### src/rtl/excl_pkg.sv
package excl_pkg;

  typedef enum logic [1:0] {
    OP_LD  = 2'd0,
    OP_ST  = 2'd1,
    OP_LDX = 2'd2,
    OP_STX = 2'd3
  } op_e;

  typedef enum logic {
    MON_OPEN = 1'b0,
    MON_EXCL = 1'b1
  } mon_e;

  // decoded request, qualified by valid
  typedef struct packed {
    logic ld;
    logic st;
    logic ldx;
    logic stx;
    logic misalign;
  } dec_t;

endpackage

### src/rtl/excl_decode.sv
module excl_decode
  import excl_pkg::*;
#(
  parameter int ADDR_W     = 8,
  parameter int WORD_BYTES = 4
) (
  input  logic              req_valid,
  input  logic [1:0]        req_op,
  input  logic [ADDR_W-1:0] req_addr,
  output dec_t              dec
);

  localparam int OFS_W = (WORD_BYTES > 1) ? $clog2(WORD_BYTES) : 0;

  logic off_nz;

  generate
    if (OFS_W > 0) begin : g_ofs
      assign off_nz = |req_addr[OFS_W-1:0];
    end else begin : g_no_ofs
      assign off_nz = 1'b0;
    end
  endgenerate

  always_comb begin
    dec          = '0;
    dec.ld       = req_valid && (req_op == OP_LD);
    dec.st       = req_valid && (req_op == OP_ST);
    dec.ldx      = req_valid && (req_op == OP_LDX);
    dec.stx      = req_valid && (req_op == OP_STX);
    dec.misalign = off_nz;
  end

endmodule

### src/rtl/excl_resv.sv
module excl_resv
  import excl_pkg::*;
#(
  parameter int ADDR_W       = 8,
  parameter int WORD_BYTES   = 4,
  parameter int STORE_POLICY = 1
) (
  input  logic              clk,
  input  logic              rst_n,
  input  dec_t              dec,
  input  logic [ADDR_W-1:0] req_addr,
  input  logic              mon_clear,
  output mon_e              state,
  output logic              tag_hit
);

  localparam int OFS_W  = (WORD_BYTES > 1) ? $clog2(WORD_BYTES) : 0;
  localparam int WORD_W = ADDR_W - OFS_W;

  logic [WORD_W-1:0] tag_q;
  logic [WORD_W-1:0] word_addr;
  logic              tag_en;
  logic              st_drop;
  mon_e              state_nx;

  assign word_addr = req_addr[ADDR_W-1:OFS_W];
  assign tag_hit   = (tag_q == word_addr);

  // plain-store policy: 0 never drops, 1 drops on reserved word, 2 drops always
  generate
    if (STORE_POLICY == 0) begin : g_pol_keep
      assign st_drop = 1'b0;
    end else if (STORE_POLICY == 1) begin : g_pol_match
      assign st_drop = dec.st && tag_hit;
    end else begin : g_pol_any
      assign st_drop = dec.st;
    end
  endgenerate

  always_comb begin
    state_nx = state;
    tag_en   = 1'b0;
    if (mon_clear) begin
      state_nx = MON_OPEN;
    end else if (dec.ldx && !dec.misalign) begin
      state_nx = MON_EXCL;
      tag_en   = 1'b1;
    end else if (dec.stx && !dec.misalign) begin
      state_nx = MON_OPEN;
    end else if (st_drop) begin
      state_nx = MON_OPEN;
    end
  end

  always_ff @(posedge clk or negedge rst_n) begin
    if (!rst_n) begin
      state <= MON_OPEN;
    end else begin
      state <= state_nx;
    end
  end

  always_ff @(posedge clk or negedge rst_n) begin
    if (!rst_n) begin
      tag_q <= '0;
    end else if (tag_en) begin
      tag_q <= word_addr;
    end
  end

endmodule

### src/rtl/excl_resp.sv
module excl_resp
  import excl_pkg::*;
(
  input  logic clk,
  input  logic rst_n,
  input  dec_t dec,
  input  logic stx_ok,
  output logic stat_valid,
  output logic stat_fail,
  output logic align_err
);

  logic fail_en;

  assign fail_en = dec.stx;

  always_ff @(posedge clk or negedge rst_n) begin
    if (!rst_n) begin
      stat_valid <= 1'b0;
      align_err  <= 1'b0;
    end else begin
      stat_valid <= dec.stx;
      align_err  <= (dec.ldx || dec.stx) && dec.misalign;
    end
  end

  always_ff @(posedge clk or negedge rst_n) begin
    if (!rst_n) begin
      stat_fail <= 1'b0;
    end else if (fail_en) begin
      stat_fail <= !stx_ok;
    end
  end

endmodule

### src/rtl/excl_monitor.sv
module excl_monitor
  import excl_pkg::*;
#(
  parameter int ADDR_W       = 8,
  parameter int WORD_BYTES   = 4,
  parameter int STORE_POLICY = 1
) (
  input  logic              clk,
  input  logic              rst_n,
  input  logic              req_valid,
  input  logic [1:0]        req_op,
  input  logic [ADDR_W-1:0] req_addr,
  input  logic              mon_clear,
  output logic              mem_we,
  output logic              stat_valid,
  output logic              stat_fail,
  output logic              align_err
);

  dec_t dec;
  mon_e state;
  logic tag_hit;
  logic stx_ok;

  excl_decode #(
    .ADDR_W    (ADDR_W),
    .WORD_BYTES(WORD_BYTES)
  ) u_decode (
    .req_valid(req_valid),
    .req_op   (req_op),
    .req_addr (req_addr),
    .dec      (dec)
  );

  excl_resv #(
    .ADDR_W      (ADDR_W),
    .WORD_BYTES  (WORD_BYTES),
    .STORE_POLICY(STORE_POLICY)
  ) u_resv (
    .clk      (clk),
    .rst_n    (rst_n),
    .dec      (dec),
    .req_addr (req_addr),
    .mon_clear(mon_clear),
    .state    (state),
    .tag_hit  (tag_hit)
  );

  assign stx_ok = dec.stx && !dec.misalign && !mon_clear
                  && (state == MON_EXCL) && tag_hit;
  assign mem_we = dec.st || stx_ok;

  excl_resp u_resp (
    .clk       (clk),
    .rst_n     (rst_n),
    .dec       (dec),
    .stx_ok    (stx_ok),
    .stat_valid(stat_valid),
    .stat_fail (stat_fail),
    .align_err (align_err)
  );

endmodule

### config.mk
export PLATFORM = sky130hd
export DESIGN_NAME = excl_monitor
export DESIGN_NICKNAME = d
export VERILOG_FILES = /design/src/rtl/excl_pkg.sv /design/src/rtl/excl_decode.sv /design/src/rtl/excl_resv.sv /design/src/rtl/excl_resp.sv /design/src/rtl/excl_monitor.sv
export SDC_FILE = /design/constraint.sdc
export NUM_CORES = 1
export LEC_CHECK = 0
export ABC_AREA = 1
export BUFFER_PORTS_ARGS = -buffer_cell sky130_fd_sc_hd__buf_2
export CAP_MARGIN = 20
export CORE_AREA = 2 2 39 41
export DETAILED_ROUTE_END_ITERATION = 12
export DIE_AREA = 0 0 41 43
export HOLD_SLACK_MARGIN = 0.05
export PLACE_DENSITY_LB_ADDON = 0.2
export SYNTH_ARGS = -nofsm -noshare
export SYNTH_HDL_FRONTEND = slang
export SYNTH_HIERARCHICAL = 1
export SYNTH_SLANG_ARGS = --single-unit
### constraint.sdc
create_clock -name clk -period 1.85 [get_ports clk]
set_input_delay 0.0925 -clock clk [delete_from_list [all_inputs] [get_ports clk]]
set_output_delay 0.0925 -clock clk [all_outputs]
set_load 0.01 [all_outputs]
==> summary.md, run 1 <==
Worst setup path
- **CP Data Arrival Time** 1.47 ns
- **startpoint of the worst register-to-register path** u_resv/tag_q[0]
- **critical path class** register to primary output
- **maximum net fanout on the critical path** 2
- **reg-to-reg slack, setup** 0.53 ns
- **Worst Reg2Reg Path Length in Cells** 10
- **type of element capturing the critical path** primary output
- **crit start category** register
- **end of the worst register-to-register path** u_resp/stat_fail
- **Required @ worst endpoint** 1.76 ns

Routing
- **post-detailed-route DRC marker count** 0
- **count of vias placed by the detailed router** 547
- **routed vias/inst** 4.38
- **DRC marker count from the first detailed-route iteration** 15
- **routed wirelength normalized by instance count** 8.44 µm
- **remaining antenna violation count** 0
- **Detailed Route WL** 1060 µm
- **number of iterations in the first detailed-routing pass** 4

Timing
- **number of hold-slack violations in the final timing report** 0
- **headroom to the max-slew limit** 75.9%
- **Setup Viol. Count Final** 0
- **final hold slack** 0.0987 ns
- **Max Clock Skew** 0.000809 ns
- **Period Utilization, post-route** 84.6%
- **total negative slack for setup checks** 0 ns
- **Least-Margin Pin Slew** 0.359 ns
- **unrepaired setup endpoints after global routing** false
- **Achievable Freq** 639 MHz
- **max-slew violation total from the final report** 0
- **clock period minus final worst setup slack** 1.57 ns
- **Final Worst Setup Slack** 0.285 ns

Die
- **width of the die** 41 µm
- **vertical die dimension** 43 µm
- **starting density of the core** 43.8%
- **I/O pin count** 18
- **Core Footprint** 0.00138 mm²
- **site row count** 14
- **die area** 0.00176 mm²

Min path
- **cell count of the worst hold path** 3
- **type of the tightest min-delay check** input pin to register
- **Worst Hold Endpoint** u_resv/tag_q[0]
- **start point of the worst hold path** req_addr[2]

Cells and area
- **summed area of non-filler cells in the final layout** 738 µm²
- **Filler Cell Count** 150
- **Area growth, synth to finish** 21.9%
- **share of cells above drive strength 1** 25.7%
- **number of diodes** 0
- **# nets final** 124

Place
- **count of port buffers added during placement** 17
- **placed wire-length estimate after detailed placement** 851 µm
- **Routability Congestion** 0.746
- **placement-stage cell area** 692 µm²
- **pre-CTS setup slack** 0.549 ns

Global route
- **antenna violations before repair** 0
- **wire length of the first global-routing pass** 1940 µm
- **vias in the first global route** 510
- **pin count of the biggest net entering global routing** 13
- **global-route congestion overflow total** 0
- **Total Routing Usage GR** 16.5%

Pwr
- **worst voltage drop across the vdd grid** 0.000390 V
- **Clock Power Share** 32.8%
- **internal power summed over all cells** 0.422 mW
- **net switching power** 0.161 mW
- **power per cell area** 790 mW/mm²
- **share of power burned in registers** 46.1%
- **logic gate share of total power** 21.1%
- **leakage power** 0.454 nW
- **fraction of power spent switching nets** 27.6%

Clock tree
- **number of buffers inserted during clock tree synthesis** 3
- **number of sinks on the clock net** 10
- **clock insertion delay at the later pin of the skew report** 0.26 ns
- **number of buffers on the longest clock path** 2
- **TritonCTS clock tree** yes
- **depth of the CTS H-tree** 1
- **CTS clock-pin slew for the worst setup and hold paths** 0.06 ns
- **buffer type at the clock tree root** clkbuf_4

Run
- **number of maximum-capacitance constraint violations** 0

Synthesis
- **mean area per synthesized cell** 6.80 µm²
- **syn nets** 103
- **area of the mapped netlist** 606 µm²
- **Synthesis Warnings** 6
- **number of instances in the synthesized netlist** 89

Status
- **outcome** complete, no violations

-- worst max path at each step --
stage	startpoint	endpoint	slack [ns]	cells past startpoint
floorplan	u_resv/tag_q[0]	u_resp/stat_fail	0.66	10
global placement	u_resv/tag_q[0]	u_resp/stat_fail	0.58	10
detailed placement	u_resv/tag_q[4]	u_resp/stat_fail	0.55	12
CTS	u_resv/tag_q[4]	mem_we	0.27	10
global route	u_resv/tag_q[4]	mem_we	0.1	10
finish	u_resv/tag_q[0]	mem_we	0.28	8
-- through the flow --
stage                     cells  util (%)  total power [mW]
final                       125      53.3             0.583
after global routing        125      53.3             0.640
after CTS                   125      53.3             0.594
after detailed placement    120      50.0             0.396
after global placement      120      50.0             0.390
after floorplan              89         -             0.355
-- flip-flops by register name (all words and copies together) (netlist names) --
name,count
u_resv/tag_q,6
u_resp/stat_valid,1
u_resv/state,1
u_resp/align_err,1
u_resp/stat_fail,1
-- power groups by stage --
stage / sequential [mW] / clock, mW / combinational, mW
after floorplan: 0.272 / 0 / 0.0826
after global placement: 0.272 / 0 / 0.118
after detailed placement: 0.273 / 0 / 0.123
after CTS: 0.269 / 0.200 / 0.125
after global routing: 0.275 / 0.216 / 0.149
final: 0.269 / 0.191 / 0.123
-- area by class of cell --
class	count	area [µm²]	area share (%)
multi-input combinational	56	258	34.9
sequential	10	250	33.9
timing repair buffer	18	95.1	12.9
inverter	21	78.8	10.7
clock buffer	4	36.3	4.92
tap	16	20.0	2.71
-- critical path, stage by stage, from the launching register on --
cell,delay [ns]
dfrtp_1,0.39
xor2_1,0.14
nor2_1,0.14
and3_1,0.17
nand2_1,0.05
nor2_1,0.08
nand2_1,0.07
nand2_1,0.06
buf_2,0.12
-- routing by layer --
layer | vias to the layer above | track usage (%) | wire length, µm
met1 | 236 | 19.5 | 487
met2 | 16 | 25.9 | 524
li1 | 295 | - | -
met5 | - | 0 | 0
met3 | 0 | 4.71 | 43
met4 | 0 | 8.00 | 0
-- layout by cell type (no fill, tap or decap) --
master	n
or2_1	1
inv_1	21
clkbuf_8	1
dlygate4sd3_1	1
nand4_1	1
dfrtp_1	10
clkbuf_4	3
and3_1	1
nor2_1	10
nor2_2	1
buf_2	17
xor2_1	1
nand3_1	1
nand2_2	1
nand2_1	33
o21ai_2	5
a211oi_1	1
-- timing repair --
action / in CTS / in global routing
hold buffers: 1 / 0
gates resized for setup: 0 / 0
hold endpoints to repair: 10 / 0
setup buffers: 0 / 0
(Power assumes the default switching activity.)
==> run 2, diff against run 1 <==
--- a/config.mk
+++ b/config.mk
@@ -5,12 +5,11 @@
 export SDC_FILE = /design/constraint.sdc
 export NUM_CORES = 1
 export LEC_CHECK = 0
-export ABC_AREA = 1
+export ABC_AREA = 0
 export BUFFER_PORTS_ARGS = -buffer_cell sky130_fd_sc_hd__buf_2
 export CAP_MARGIN = 20
-export CORE_AREA = 2 2 39 41
+export CORE_UTILIZATION = 42
 export DETAILED_ROUTE_END_ITERATION = 12
-export DIE_AREA = 0 0 41 43
 export HOLD_SLACK_MARGIN = 0.05
 export PLACE_DENSITY_LB_ADDON = 0.2
 export SYNTH_ARGS = -nofsm -noshare
==> constraint.sdc (replaced) <==
create_clock -name clk -period 1.3 [get_ports clk]
set_input_delay 0.065 -clock clk [delete_from_list [all_inputs] [get_ports clk]]
set_output_delay 0.065 -clock clk [all_outputs]
set_load 0.01 [all_outputs]
==> run 2 against run 1 <==
Critical endpoint unchanged; total power rose by 27%; worst setup slack got worse by 0.61 ns; register-to-register slack got worse by 0.75 ns; flip-flop and latch count did not move; global-route usage fell by 0.96 points; synthesized cell count fell by 53%; the run now ends with negative setup slack left.
==> summary.md, run 2 <==
Synthesis
- **Synthesis Warnings** 6, unchanged
- **area of the mapped netlist** 534 µm², -12%
- **mean area per synthesized cell** 12.7 µm², +87%
- **syn nets** 56, -46%
- **number of instances in the synthesized netlist** 42, -53%

Routing
- **routed vias/inst** 4.74, +8.3%
- **remaining antenna violation count** 0, unchanged
- **post-detailed-route DRC marker count** 0, unchanged
- **routed wirelength normalized by instance count** 11.1 µm, +32%
- **DRC marker count from the first detailed-route iteration** 2, -13
- **number of iterations in the first detailed-routing pass** 2, -2
- **Detailed Route WL** 889 µm, -16%
- **count of vias placed by the detailed router** 379, -31%

Pwr
- **leakage power** 0.348 nW, -23%
- **Clock Power Share** 27.1%, -5.7 points
- **net switching power** 0.186 mW, +15%
- **worst voltage drop across the vdd grid** 0.000665 V, +71%
- **share of power burned in registers** 50.9%, +4.8 points
- **fraction of power spent switching nets** 25.0%, -2.6 points
- **internal power summed over all cells** 0.556 mW, +32%
- **power per cell area** 1040 mW/mm², +31%
- **logic gate share of total power** 21.9%, +0.8 points

Die
- **starting density of the core** 46.8%, +3.1 points
- **I/O pin count** 18, unchanged
- **die area** 0.00142 mm², -20%
- **Core Footprint** 0.00114 mm², -18%
- **width of the die** 37.7 µm, -8.1%
- **site row count** 12, -2
- **vertical die dimension** 37.7 µm, -12%

Cells and area
- **number of standard cells in the final layout excluding fillers** 80, -36%
- **# nets final** 82, -34%
- **Area growth, synth to finish** 34.0%
- **most used cells in the layout excluding fill and tap cells** buf_2 (17), dfrtp_1 (10), mux2_2 (6)
- **register bank with the most flops** u_resv/tag_q
- **number of diodes** 0, unchanged
- **share of cells above drive strength 1** 57.6%, +32 points
- **flip-flop count of the largest register, all copies and words added** 6, unchanged
- **most common library cell in the layout ignoring fill and taps** buf_2

Worst setup path
- **Crit path buffers/inverters** 2, +1
- **Worst path top cell family by delay** flip-flops
- **CP Data Arrival Time** 1.56 ns, +0.09 ns
- **crit path max-delay cell type** dfrtp_1
- **type of element capturing the critical path** primary output
- **cell breakdown of the critical path** xnor2_1 -> nand4_1 -> nor3_2 -> inv_1 -> o41ai_2 -> buf_2
- **Worst Reg2Reg Path Length in Cells** 7, -3
- **Required @ worst endpoint** 1.24 ns, -0.52 ns
- **slowest cell delay on critical path** 0.39 ns, about the same
- **maximum net fanout on the critical path** 2, unchanged
- **reg-to-reg slack, setup** -0.22 ns, -0.75 ns
- **WP depth** 6, -2
- **crit start category** register
- **critical path class** register to primary output

Min path
- **type of the tightest min-delay check** input pin to register
- **cell count of the worst hold path** 2, -1

Timing
- **unrepaired setup endpoints after global routing** true
- **clock period minus final worst setup slack** 1.62 ns
- **max-slew violation total from the final report** 0, unchanged
- **number of hold-slack violations in the final timing report** 0, unchanged
- **Max Clock Skew** 0.00135 ns, +0.000538 ns
- **Final Worst Setup Slack** -0.323 ns, -0.607 ns
- **headroom to the max-slew limit** 84.1%, +8.1 points
- **Least-Margin Pin Slew** 0.237 ns, -0.123 ns
- **Setup Viol. Count Final** 2, +2
- **total negative slack for setup checks** -0.547 ns, -0.547 ns
- **Achievable Freq** 616 MHz
- **Period Utilization, post-route** 125%

Clock tree
- **depth of the CTS H-tree** 1, unchanged
- **number of sinks on the clock net** 10, unchanged
- **CTS clock-pin slew for the worst setup and hold paths** 0.06 ns, about the same
- **TritonCTS clock tree** yes
- **buffer type at the clock tree root** clkbuf_4
- **number of buffers on the longest clock path** 2, unchanged
- **number of buffers inserted during clock tree synthesis** 3, unchanged
- **clock insertion delay at the later pin of the skew report** 0.25 ns, about the same

Status
- **violated checks** negative setup slack
- **outcome** finished with violations

Place
- **placed cell count** 74, -38%
- **count of port buffers added during placement** 17, unchanged
- **Routability Congestion** 0.705, -5.5%
- **pre-CTS setup slack** -0.151 ns, -0.701 ns
- **placed wire-length estimate after detailed placement** 656 µm, -23%

Run
- **number of maximum-capacitance constraint violations** 0, unchanged

Global route
- **global-route congestion overflow total** 0, unchanged
- **antenna violations before repair** 0, unchanged
- **pin count of the biggest net entering global routing** 11, -2
- **wire length of the first global-routing pass** 1490 µm, -23%
- **Total Routing Usage GR** 15.5%, -0.96 points
- **vias in the first global route** 344, -33%

## run 2: power groups by stage
stage	clock network [mW]	registers, mW	logic (mW)
6_report	0.201	0.378	0.163
5_1_grt	0.228	0.384	0.179
4_1_cts	0.213	0.375	0.158
3_5_place_dp	0	0.381	0.146
3_3_place_gp	0	0.379	0.144
2_1_floorplan	0	0.379	0.0943
## run 2: repair_timing
action	in CTS	in global routing
hold endpoints to repair	11	0
hold buffers	2	0
setup endpoints to repair	2	3
pin swaps	6	4
gates cloned	0	0
buffers inserted	3	0
resized for setup	2	2
## run 2: final timing paths
path	from	end
min in group asynchronous	rst_n	u_resv/tag_q[5]
max in group asynchronous	rst_n	u_resv/tag_q[0]
min	req_addr[5]	u_resv/tag_q[3]
max reg2reg	u_resv/tag_q[5]	u_resp/stat_fail
max	u_resv/tag_q[5]	mem_we
min reg2reg	u_resp/stat_fail	u_resp/stat_fail
## run 2: routing by layer
metal	routed length, µm	GRT usage (%)
met1	478	22.5
met3	63	3.57
met4	0	10.7
met2	348	19.8
met5	0	0
## run 2: cell type report
type	count	area, µm²
inverters	3	11.3
multi-input cells	28	287
flip-flops and latches	10	250
well taps	14	17.5
fillers	110	425
repair buffers	22	128
clock buffers	3	22.5
## run 2: through the flow
stage	hold WS, ns	power (mW)	instance area (µm²)	utilization [%]
floorplan	-0.231	0.473	534	-
global placement	-0.0615	0.523	644	56.5
detailed placement	-0.0558	0.527	644	56.5
CTS	0.0545	0.746	712	62.4
global route	0.0594	0.792	716	62.7
finish	0.0654	0.742	716	62.7
==> run 3, diff against run 2 <==
--- a/config.mk
+++ b/config.mk
@@ -5,10 +5,10 @@
 export SDC_FILE = /design/constraint.sdc
 export NUM_CORES = 1
 export LEC_CHECK = 0
-export ABC_AREA = 0
+export ABC_AREA = 1
 export BUFFER_PORTS_ARGS = -buffer_cell sky130_fd_sc_hd__buf_2
 export CAP_MARGIN = 20
-export CORE_UTILIZATION = 42
+export CORE_UTILIZATION = 43
 export DETAILED_ROUTE_END_ITERATION = 12
 export HOLD_SLACK_MARGIN = 0.05
 export PLACE_DENSITY_LB_ADDON = 0.2
==> run 3 against run 2 <==
Critical path type unchanged; flip-flop and latch count did not move; the run still ends with negative setup slack left; highest routed layer is now met4; combinational power rose by 20%; critical endpoint unchanged; via count rose by 45%; sequential power rose by 1%; design area rose by 6.1%; worst hold slack improved by 0.0057 ns.
==> summary.md, run 3 (synthesized netlist as in run 1, its figures left out) <==
Place
- **placed cell count** 120, +62%
- **Routability Congestion** 0.769, +9.1%
- **placed wire-length estimate after detailed placement** 828 µm, +26%
- **count of port buffers added during placement** 17, unchanged
- **placement-stage cell area** 698 µm², +8.3%

Pwr
- **leakage power** 0.465 nW, +33%
- **Clock Power Share** 32.7%, +5.6 points
- **fraction of power spent switching nets** 28.7%, +3.7 points
- **Total Power Consumption** 0.858 mW, +16%
- **internal power summed over all cells** 0.611 mW, +9.9%
- **worst voltage drop across the vdd grid** 0.000643 V, -3.3%
- **logic gate share of total power** 22.7%, +0.8 points
- **net switching power** 0.246 mW, +32%
- **share of power burned in registers** 44.6%, -6.3 points
- **power per cell area** 1130 mW/mm², +8.9%

Die
- **vertical die dimension** 39.5 µm, +4.9%
- **I/O pin count** 18, unchanged
- **die area** 0.00156 mm², +10%
- **width of the die** 39.5 µm, +4.9%
- **starting density of the core** 46.5%, -0.28 points
- **Core Footprint** 0.00130 mm², +14%
- **site row count** 13, +1

Clock tree
- **number of buffers inserted during clock tree synthesis** 3, unchanged
- **buffer type at the clock tree root** clkbuf_4
- **TritonCTS clock tree** yes
- **number of sinks on the clock net** 10, unchanged
- **clock insertion delay at the later pin of the skew report** 0.26 ns, about the same
- **number of buffers on the longest clock path** 2, unchanged
- **depth of the CTS H-tree** 1, unchanged
- **CTS clock-pin slew for the worst setup and hold paths** 0.07 ns, about the same

Global route
- **wire length of the first global-routing pass** 1740 µm, +17%
- **GR peak layer** met2
- **antenna violations before repair** 0, unchanged
- **met1 layer usage reported by global route** 18.9%, -3.6 points
- **pin count of the biggest net entering global routing** 13, +2
- **met3 Use GR** 5.11%, +1.5 points
- **vias in the first global route** 464, +35%
- **GR Util met2** 30.3%, +11 points
- **global-route congestion overflow total** 0, unchanged
- **Total Routing Usage GR** 17.7%, +2.2 points

Timing
- **headroom to the max-slew limit** 81.6%, -2.4 points
- **number of hold-slack violations in the final timing report** 0, unchanged
- **unrepaired setup endpoints after global routing** true
- **clock period minus final worst setup slack** 1.52 ns, -0.0992 ns
- **Achievable Freq** 656 MHz, +6.5%
- **Least-Margin Pin Slew** 0.275 ns, +0.0377 ns
- **max-slew violation total from the final report** 0, unchanged
- **Period Utilization, post-route** 117%, -7.6 points
- **Final Worst Setup Slack** -0.223 ns, +0.0992 ns
- **Max Clock Skew** 0.00178 ns, +0.000434 ns
- **Setup Viol. Count Final** 2, unchanged

Routing
- **routed vias/inst** 4.37, -7.9%
- **remaining antenna violation count** 0, unchanged
- **DRC marker count from the first detailed-route iteration** 11, +9
- **routed wirelength normalized by instance count** 8.79 µm, -21%
- **post-detailed-route DRC marker count** 0, unchanged
- **Detailed Route WL** 1110 µm, +25%
- **count of vias placed by the detailed router** 550, +45%
- **number of iterations in the first detailed-routing pass** 4, +2

Cells and area
- **most used cells in the layout excluding fill and tap cells** nand2_1 (33), inv_1 (21), buf_2 (17)
- **number of standard cells in the final layout excluding fillers** 126, +57%
- **# nets final** 126, +54%
- **summed area of non-filler cells in the final layout** 759 µm², +6.1%
- **flip-flop count of the largest register, all copies and words added** 6, unchanged
- **share of cells above drive strength 1** 29.7%, -28 points
- **number of diodes** 0, unchanged
- **register bank with the most flops** u_resv/tag_q
- **most common library cell in the layout ignoring fill and taps** nand2_1
- **Area growth, synth to finish** 25.4%

Worst setup path
- **maximum net fanout on the critical path** 3, +1
- **cell breakdown of the critical path** nand2_1 -> nand2_1 -> nor2_2 -> and3_1 -> nand2_1 -> nor2_1 -> nand2_1 -> nand2_1 -> buf_2
- **startpoint of the worst register-to-register path** u_resv/tag_q[5]
- **reg-to-reg slack, setup** 0 ns, +0.22 ns
- **crit start category** register
- **first element of the critical path** u_resv/tag_q[5]
- **Worst path top cell family by delay** simple AND/OR/NAND/NOR gates
- **slowest cell delay on critical path** 0.39 ns, about the same
- **crit-path most repeated cell** nand2_1
- **type of element capturing the critical path** primary output
- **CP Data Arrival Time** 1.46 ns, -0.10 ns
- **Required @ worst endpoint** 1.24 ns, about the same
- **Crit path buffers/inverters** 1, -1
- **crit path max-delay cell type** dfrtp_1
- **critical path class** register to primary output

Min path
- **type of the tightest min-delay check** input pin to register
- **start point of the worst hold path** req_addr[2]

Status
- **violated checks** negative setup slack
- **outcome** finished with violations

Run
- **number of maximum-capacitance constraint violations** 0, unchanged

[run 3: cell types whose count changed in the layout (fill, tap and decap cells not counted), sizes merged, moves of 2 or more]
| cell | previous run | this run |
|---|---|---|
| inv | 3 | 21 |
| and3b | 2 | 0 |
| nand2 | 1 | 34 |
| nand2b | 2 | 0 |
| nor2 | 1 | 11 |
| o21ai | 0 | 5 |
| mux2 | 6 | 0 |
| xnor2 | 4 | 0 |
[run 3: repair_timing]
action | in CTS | in global routing
endpoints found under the setup margin | 2 | 2
buffers inserted | 0 | 1
hold buffers | 1 | 0
hold endpoints to repair | 10 | 0
pin swaps | 1 | 5
resized for setup | 0 | 3
[run 3: layout make-up]
type / instances / area [µm²]
Inverter: 21 / 78.8
Sequential cell: 10 / 250
Clock buffer: 4 / 36.3
Timing Repair Buffer: 20 / 110
Tap cell: 15 / 18.8
Fill cell: 136 / 542
Multi-Input combinational cell: 56 / 265
[run 3: final timing paths]
kind | depth (start not counted) | endpoint
worst max-delay path | 9 | mem_we
worst min-delay path | 3 | u_resv/tag_q[0]
max in group asynchronous | 2 | u_resv/tag_q[1]
worst min register to register | 2 | u_resp/stat_fail
worst max register to register | 11 | u_resp/stat_fail
min in group asynchronous | 2 | u_resp/stat_fail
[run 3: worst reg2reg max path, cell delays in order (launching register included)]
cell	delay (ns)
dfrtp_1	0.39
nand2_1	0.07
nand2_1	0.06
nor2_2	0.13
and3_1	0.17
nand2_1	0.05
nor2_1	0.09
nand2_1	0.07
inv_1	0.05
inv_1	0.03
nand2_1	0.04
nand2_1	0.05
[run 3: per-layer routing]
layer | up-vias | part of all wire [%]
li1 | 299 | -
met1 | 235 | 44
met2 | 14 | 51
met3 | 2 | 4.2
met4 | 0 | 1.4
met5 | - | 0
[run 3: power by group through the flow]
stage	clock network [mW]	registers [mW]	logic [mW]
6_report	0.280	0.383	0.195
3_5_place_dp	0	0.388	0.175
4_1_cts	0.290	0.383	0.181
2_1_floorplan	0	0.388	0.118
5_1_grt	0.300	0.387	0.229
3_3_place_gp	0	0.386	0.169
[run 3: stage by stage]
stage	hold slack, ns	setup TNS [ns]	util [%]	setup WS [ns]
finish	0.0712	-0.228	58.4	-0.223
global route	0.0897	-0.520	58.4	-0.357
CTS	0.0643	-0.278	57.2	-0.254
detailed placement	-0.0603	-0.0142	53.7	-0.0142
global placement	-0.0621	0	53.7	0.0323
floorplan	-0.231	0	-	0.114
